--- src/rtl/bkup_pkg.sv ---
package bkup_pkg;
  typedef enum logic [1:0] {
    ST_IDLE = 2'd0,
    ST_RST  = 2'd1,
    ST_STOP = 2'd2,
    ST_OFF  = 2'd3
  } seq_state_e;
endpackage

--- src/rtl/bkup_sync.sv ---
module bkup_sync #(
  parameter int W = 1,
  parameter int N = 2
) (
  input  logic         clk_i,
  input  logic         rst_ni,
  input  logic [W-1:0] d_i,
  output logic [W-1:0] q_o
);
  logic [W-1:0] stg [N];

  always_ff @(posedge clk_i or negedge rst_ni) begin
    if (!rst_ni) stg[0] <= '0;
    else         stg[0] <= d_i;
  end

  for (genvar i = 1; i < N; i++) begin : g_stage
    always_ff @(posedge clk_i or negedge rst_ni) begin
      if (!rst_ni) stg[i] <= '0;
      else         stg[i] <= stg[i-1];
    end
  end

  assign q_o = stg[N-1];
endmodule

--- src/rtl/bkup_edge.sv ---
module bkup_edge (
  input  logic clk_i,
  input  logic rst_ni,
  input  logic d_i,
  output logic rise_o
);
  logic prev_q;

  always_ff @(posedge clk_i or negedge rst_ni) begin
    if (!rst_ni) prev_q <= 1'b0;
    else         prev_q <= d_i;
  end

  assign rise_o = d_i & ~prev_q;

  a_r7_single_start: assert property (@(posedge clk_i) disable iff (!rst_ni)
    rise_o |=> !rise_o);
endmodule

--- src/rtl/bkup_fsm.sv ---
module bkup_fsm
  import bkup_pkg::*;
#(
  parameter int STOP_DLY = 1,
  parameter int OFF_DLY  = 1
) (
  input  logic clk_i,
  input  logic rst_ni,
  input  logic start_i,
  input  logic reg_dis_i,
  output logic sys_rst_o,
  output logic core_stop_o,
  output logic core_reg_en_o,
  output logic shdn_no,
  output logic busy_o
);
  localparam int MAXD = (STOP_DLY > OFF_DLY) ? STOP_DLY : OFF_DLY;
  localparam int CW   = (MAXD > 1) ? $clog2(MAXD) : 1;
  localparam logic [CW-1:0] STOP_LAST = CW'(STOP_DLY - 1);
  localparam logic [CW-1:0] OFF_LAST  = CW'(OFF_DLY - 1);

  seq_state_e state_q, state_d;
  logic [CW-1:0] cnt_q, cnt_d;

  always_comb begin
    state_d = state_q;
    cnt_d   = cnt_q;
    unique case (state_q)
      ST_IDLE: if (start_i) begin
        state_d = ST_RST;
        cnt_d   = '0;
      end
      ST_RST: begin
        if (cnt_q == STOP_LAST) begin
          state_d = ST_STOP;
          cnt_d   = '0;
        end else cnt_d = cnt_q + 1'b1;
      end
      ST_STOP: begin
        if (cnt_q == OFF_LAST) begin
          state_d = ST_OFF;
          cnt_d   = '0;
        end else cnt_d = cnt_q + 1'b1;
      end
      ST_OFF: ; // terminal until backup reset
      default: state_d = ST_IDLE;
    endcase
  end

  always_ff @(posedge clk_i or negedge rst_ni) begin
    if (!rst_ni) begin
      state_q <= ST_IDLE;
      cnt_q   <= '0;
    end else begin
      state_q <= state_d;
      cnt_q   <= cnt_d;
    end
  end

  assign sys_rst_o     = (state_q != ST_IDLE);
  assign core_stop_o   = (state_q == ST_STOP) || (state_q == ST_OFF);
  assign shdn_no       = (state_q != ST_OFF);
  assign core_reg_en_o = shdn_no & ~reg_dis_i;
  assign busy_o        = (state_q == ST_RST) || (state_q == ST_STOP);

  a_r2_rst_needs_start: assert property (@(posedge clk_i) disable iff (!rst_ni)
    $rose(sys_rst_o) |-> $past(start_i));
  a_r3_stop_under_rst: assert property (@(posedge clk_i) disable iff (!rst_ni)
    core_stop_o |-> sys_rst_o);
  a_r4_stop_before_off: assert property (@(posedge clk_i) disable iff (!rst_ni)
    $fell(shdn_no) |-> $past(core_stop_o));
  a_r4_reg_off_with_pin: assert property (@(posedge clk_i) disable iff (!rst_ni)
    !shdn_no |-> !core_reg_en_o);
  a_r5_busy_window: assert property (@(posedge clk_i) disable iff (!rst_ni)
    busy_o |-> (sys_rst_o && shdn_no));
  a_r7_no_abort: assert property (@(posedge clk_i) disable iff (!rst_ni)
    sys_rst_o |=> sys_rst_o);
  a_r7_pin_stays_low: assert property (@(posedge clk_i) disable iff (!rst_ni)
    !shdn_no |=> !shdn_no);
endmodule

--- src/rtl/bkup_seq_top.sv ---
module bkup_seq_top #(
  parameter int SYNC_STAGES = 2,
  parameter int STOP_DLY    = 1,
  parameter int OFF_DLY     = 1
) (
  input  logic clk_i,
  input  logic rst_ni,
  input  logic wr_strobe_i,
  input  logic wr_off_i,
  input  logic reg_dis_i,
  output logic sys_rst_o,
  output logic core_stop_o,
  output logic core_reg_en_o,
  output logic shdn_no,
  output logic busy_o
);
  logic [1:0] raw, synced;
  logic       start;

  assign raw = {reg_dis_i, wr_strobe_i & wr_off_i};

  bkup_sync #(.W(2), .N(SYNC_STAGES)) u_sync (
    .clk_i (clk_i),
    .rst_ni(rst_ni),
    .d_i   (raw),
    .q_o   (synced)
  );

  bkup_edge u_edge (
    .clk_i (clk_i),
    .rst_ni(rst_ni),
    .d_i   (synced[0]),
    .rise_o(start)
  );

  bkup_fsm #(.STOP_DLY(STOP_DLY), .OFF_DLY(OFF_DLY)) u_fsm (
    .clk_i        (clk_i),
    .rst_ni       (rst_ni),
    .start_i      (start),
    .reg_dis_i    (synced[1]),
    .sys_rst_o    (sys_rst_o),
    .core_stop_o  (core_stop_o),
    .core_reg_en_o(core_reg_en_o),
    .shdn_no      (shdn_no),
    .busy_o       (busy_o)
  );
endmodule

--- config.mk ---
export PLATFORM = sky130hd
export DESIGN_NAME = bkup_seq_top
export DESIGN_NICKNAME = d
export VERILOG_FILES = /design/src/rtl/bkup_pkg.sv /design/src/rtl/bkup_sync.sv /design/src/rtl/bkup_edge.sv /design/src/rtl/bkup_fsm.sv /design/src/rtl/bkup_seq_top.sv
export SDC_FILE = /design/constraint.sdc
export NUM_CORES = 1
export LEC_CHECK = 0
export ABC_AREA = 1
export BUFFER_PORTS_ARGS = -buffer_cell sky130_fd_sc_hd__buf_4
export CAP_MARGIN = 30
export CORE_AREA = 2 2 39 41
export CTS_CLUSTER_DIAMETER = 200
export CTS_CLUSTER_SIZE = 24
export DETAILED_ROUTE_END_ITERATION = 8
export DIE_AREA = 0 0 41 43
export GPL_TIMING_DRIVEN = 0
export PLACE_DENSITY = 0.43
export SYNTH_ARGS = -nofsm -noshare
export SYNTH_HDL_FRONTEND = slang
export SYNTH_HIERARCHICAL = 1
export SYNTH_SLANG_ARGS = --single-unit
--- constraint.sdc ---
create_clock -name clk_i -period 1.82 [get_ports clk_i]
set_input_delay 0.182 -clock clk_i [delete_from_list [all_inputs] [get_ports clk_i]]
set_output_delay 0.182 -clock clk_i [all_outputs]
set_load 0.02 [all_outputs]
---- Word-level counts from Yosys, hierarchy flattened ----
Index checks and enable logic that the tools add are counted.
operators by class
  add/subtract/negate cells ............... 1
  eq/ne operators ......................... 7
  reduce and logical (&&, ||, !) cells .... 9
  mux-type cells .......................... 7
  bitwise operators ....................... 5
operators by type and width
  operator                                              number
  != test 2 bit (second input constant)                 4
  two-way mux 2 bit                                     3
  one-hot mux 2 bit (3 select lines)                    1
  equality test 2 bit (second input constant)           2
  AND reduction 4 bit                                   1
  nonzero test 2 bit                                    2
  bitwise AND 1 bit                                     3
  nonzero test 3 bit                                    1
  equality test 2 x 1 -> 1 bit (second input constant)  1
  logical NOT 2 bit                                     1
  logical OR 1 bit                                      2
  two-way mux 1 bit                                     2
  inverter 1 bit                                        2
  one-hot mux 1 bit (2 select lines)                    1
  AND reduction 2 bit                                   1
  OR reduction 2 bit                                    1
  adder 1 bit (second input constant)                   1
word-level totals
  bits in registers ....................... 8
  word-level logic and storage cells ...... 34

---- Longest topological paths before layout ----
  depth in word-level cells ............... 4
  gate-level depth with buffers ........... 7

---- Cells and area by module ----
Netlist, hierarchy kept.
modules (own cells, without submodules)
  module        area each (µm²)  cells each  times used
  bkup_fsm      180.2            25          1
  bkup_sync     115.1            6           1
  bkup_edge     35.0             3           1
  bkup_seq_top  7.5              2           1

---- Worst setup path after synthesis ----
OpenSTA, ideal clock, no wires.
  path type ............................... reg2reg
  start point ............................. reg u_fsm.state_q[0]
  end point ............................... reg u_fsm.state_q[0]
  cell stages (with the launch flop) ...... 7
  library setup time ...................... 117 ps
  setup slack ............................. 640 ps
  arrival time ............................ 1062 ps
  clock period less this slack ............ 1180 ps
  required time ........................... 1703 ps
  path through ............................ dfrtp_1 -> inv_1 -> ha_1 -> inv_1 -> nand2_1 -> nand3_1 -> nand2_1
on the way
  word-level cells in the longest chain between the ends .. 3
  elaborated cells on any way between the ends .. 9
  those cells by class .................... eq/ne (5); mux (1); reduce/logical (3)
ends and longest elaborated chain
  what                                                                  line            RTL
  start, declared                                                       bkup_fsm.sv:22  seq_state_e state_q, state_d;
  start signal, assigned                                                bkup_fsm.sv:55  state_q <= state_d;
  equality test 2 bit, or another cell as far along                     bkup_fsm.sv:28  unique case (state_q)
  != test 2 bit (no source line) or nonzero test 3 bit (tied branches)  --
  AND reduction 4 bit (no source line)                                  --
Parallel ways exist; a longest one is shown, timed or not.
A chain may end at the register's enable or synchronous reset.

---- Worst setup path in the final report ----
  start point ............................. reg u_fsm.state_q[0]
  end point ............................... out core_stop_o
on the way
  word-level cells in the longest chain between the ends .. 2
  elaborated cells on any way between the ends .. 3
  those cells by class .................... eq/ne (2); reduce/logical (1)
ends and longest elaborated chain
  what                 line                RTL
  equality test 2 bit  bkup_fsm.sv:61      assign core_stop_o = (state_q == ST_STOP) || (state_q == ST_OFF);
  logical OR 1 bit *   bkup_fsm.sv:61
  end, declared        bkup_seq_top.sv:12  output logic core_stop_o,
Every way passes the cells marked *; elsewhere a longest branch is shown, timed or not.

==> results.toml <==
[worst_setup_path]
timing.critical_path.buf_inv = 1
setup.worst_path.class = "reg -> out"
cp-start-kind = "flip-flop"
cp_top_family = "flip-flops"
end_kind = "primary output"
worst_ep_required_time_ns = 1.64
crit_path_top_delay_cell = "sky130_fd_sc_hd__dfrtp_1"
worst_path_largest_cell_delay_ns = 0.41
worst-path-max-fanout = 4
critical_path.cell_chain = "ha_1 > or2_2 > buf_4"
arrival_worst_endpoint_ns = 1.34

[power]
pwr-share-clk_pct = 16.8
power.density_cell_area_nw_per_um2 = 1720
pwr-share-comb_pct = 56.3
intPower_w = 0.000465
irDropWorstVdd_v = 0.000414
netSwitchingPower_w = 0.000327
switching_share_pct = 41.3
power_leakage_nw = 0.263
sequential_group_share_of_total_power_pct = 26.9
totalPowerFinal_w = 0.000793

[route]
via_per_inst = 3.50
drcViolationCount = 0
detail_route.first_pass.iterations = 3
ant_nets = 0
avgRoutedWirePerCell_um = 7.14
first_iter_violations = 3
num_vias = 231
drt-total-wl_um = 471

[clock_network]
cts_hold_buffers = 1
cts.repair.resized = 0
cts_buffers = 3
bufs_on_longest_clock_path = 2
clock_transition_at_path_regs_ns = 0.05
tritoncts_clock_tree = "yes"
numClockSinks = 7
clk_latency_ns = 0.24
htree_levels = 1
clockRootBuffer = "sky130_fd_sc_hd__clkbuf_4"
post-cts-setup-buffer-count = 0

[global_routing]
grt_overflow = 0
number_of_antenna_violations_at_the_first_check_in_global_routing = 0
first_global_vias = 217
groute.usage.overall_pct = 7.72
grt_pass1_wl_um = 848
largest_net_degree_at_the_start_of_global_routing = 8

[yosys]
share_of_the_yosys_chip_area_belonging_to_registers_pct = 51.9
syn-instance-count = 36
syn-mean-instance-area_um2 = 9.38
netlist_area_um2 = 338
synthTopCellsByCount = "8 x sky130_fd_sc_hd__inv_1, 7 x sky130_fd_sc_hd__dfrtp_1, 7 x sky130_fd_sc_hd__nand2_1, 4 x sky130_fd_sc_hd__ha_1, 3 x sky130_fd_sc_hd__nand3_1"
post-synth-top-area-fraction_pct = 51.9
yosys_warnings = 6
synthDistinctLibCells = 11
synth_edf_count = 0
post-synth-top-count-cell = "sky130_fd_sc_hd__inv_1"
yosys-top-cells-area = "sky130_fd_sc_hd__dfrtp_1 52%, sky130_fd_sc_hd__ha_1 15%, sky130_fd_sc_hd__inv_1 8.9%, sky130_fd_sc_hd__nand2_1 7.8%, sky130_fd_sc_hd__nand3_1 4.4%"
yosysTopAreaCell = "sky130_fd_sc_hd__dfrtp_1"
syn_nets = 45
synthArstFlopShare_pct = 100
synth_flop_cell = "sky130_fd_sc_hd__dfrtp_1"
postSynthRegisterBits = 7

[placed_design]
buffer_ports.inserted = 9
place_hpwl_um = 378
final_wtd_congestion = 0.604

[sta]
maxSlewHeadroom_pct = 90.4
finalCritPeriodShare_pct = 83.4
drv_slew = 0
rsz0062_at_grt = "no"
final-hold-violation-count = 0
setup_violations = 0
timing.fmax_mhz = 658
final.hold.worst_slack_ns = 0.0490
final_period_minus_worst_setup_slack_ns = 1.52
tightest_slew_ns = 0.145
fin_setup_tns_ns = 0
skew_ns = 0.00409

[flow_run]
max-cap-violations = 0

[status]
run_status = "completed"

[cells_and_area]
diodes = 0
layout.nets = 60
areaGrowthSynthToFinish_pct = 36.7
layout-drive-gt1-share_pct = 36.0

[floorplan]
fp.dieW_um = 41
dieHeight_um = 43
fp.dieArea_um2 = 1760
core_area_um2 = 1380
num_io_pins = 10
floorplan.rows = 14
floorplan.initialDensity_pct = 24.4

[worst_hold_path]
hold_path_class = "in -> reg"
[through the flow]
step | utilization (%) | std cells | setup slack (ns) | area, um2
3_3_place_gp | 30.7 | 61 | 0.541 | 425
6_report | 33.4 | 66 | 0.301 | 462
3_5_place_dp | 30.7 | 61 | 0.548 | 425
5_1_grt | 33.4 | 66 | 0.225 | 462
2_1_floorplan | - | 36 | 0.640 | 338
4_1_cts | 33.4 | 66 | 0.276 | 462
[layout make-up]
| type | count | area, um2 |
|---|---|---|
| Inverter | 9 | 33.8 |
| Buffer | 2 | 15.0 |
| Tap cell | 16 | 20.0 |
| Multi-Input combinational cell | 18 | 114 |
| Fill cell | 154 | 922 |
| Timing Repair Buffer | 10 | 77.6 |
| Sequential cell | 7 | 175 |
| Clock buffer | 4 | 26.3 |
[final timing paths]
path,depth (start not counted),start,end,slack (ns)
worst max-delay path,3,u_fsm/state_q[0]$_DFFE_PN0P_,core_stop_o,0.30
worst min-delay path,1,reg_dis_i,u_sync/stg[3]$_DFF_PN0_,0.05
worst max register to register,6,u_fsm/state_q[0]$_DFFE_PN0P_,u_fsm/state_q[0]$_DFFE_PN0P_,0.66
worst min register to register,0,u_sync/stg[3]$_DFF_PN0_,u_sync/q_o[1]$_DFF_PN0_,0.34
max in group asynchronous,2,rst_ni,u_sync/q_o[0]$_DFF_PN0_,1.41
min in group asynchronous,2,rst_ni,u_fsm/state_q[0]$_DFFE_PN0P_,0.29
[per-layer routing]
layer	vias up	global-route usage (%)	wire, um
met3	0	3.14	23
met1	96	9.70	211
li1	130	-	-
met5	-	0	0
met2	5	9.06	236
met4	0	8.00	0
[layout by cell type, fill, tap and decap left out, drive strengths merged]
| cell | n |
|---|---|
| nand2 | 8 |
| clkbuf | 4 |
| ha | 4 |
| or2 | 1 |
| dfrtp | 7 |
| nand3 | 3 |
| buf | 11 |
| nor2 | 2 |
| dlygate4sd3 | 1 |
| inv | 9 |
[worst register-to-register path, delay by kind of cell (launching register included)]
family / cells / cell delay [ns]
AND/OR/NAND/NOR: 3 / 0.16
flip-flops: 1 / 0.39
buffers and inverters: 2 / 0.15
adder cells (fa/ha/maj): 1 / 0.35
[sequential cells by signal, summed over array words and instances, names as in the netlist]
register	count
u_fsm/state_q	2
u_sync/q_o	2
u_sync/stg	2
u_edge/prev_q	1
[power by group through the flow]
stage / logic [W] / clock network (W) / registers, W
4_1_cts: 0.000458 / 0.000142 / 0.000214
2_1_floorplan: 0.000309 / 0 / 0.000210
5_1_grt: 0.000499 / 0.000154 / 0.000222
3_3_place_gp: 0.000452 / 0 / 0.000218
3_5_place_dp: 0.000456 / 0 / 0.000217
6_report: 0.000446 / 0.000133 / 0.000214
[logic make-up (layout without fill, tap and decap cells)]
| group | after synthesis | after routing | synth area share [%] |
|---|---|---|---|
| adder cells (fa/ha/maj) | 4 | 4 | 14.8 |
| buffers and inverters | 11 | 25 | 14.4 |
| flip-flops | 7 | 7 | 51.9 |
| AND/OR/NAND/NOR | 14 | 14 | 18.9 |
Note: power is estimated with default switching activity, not from simulation.
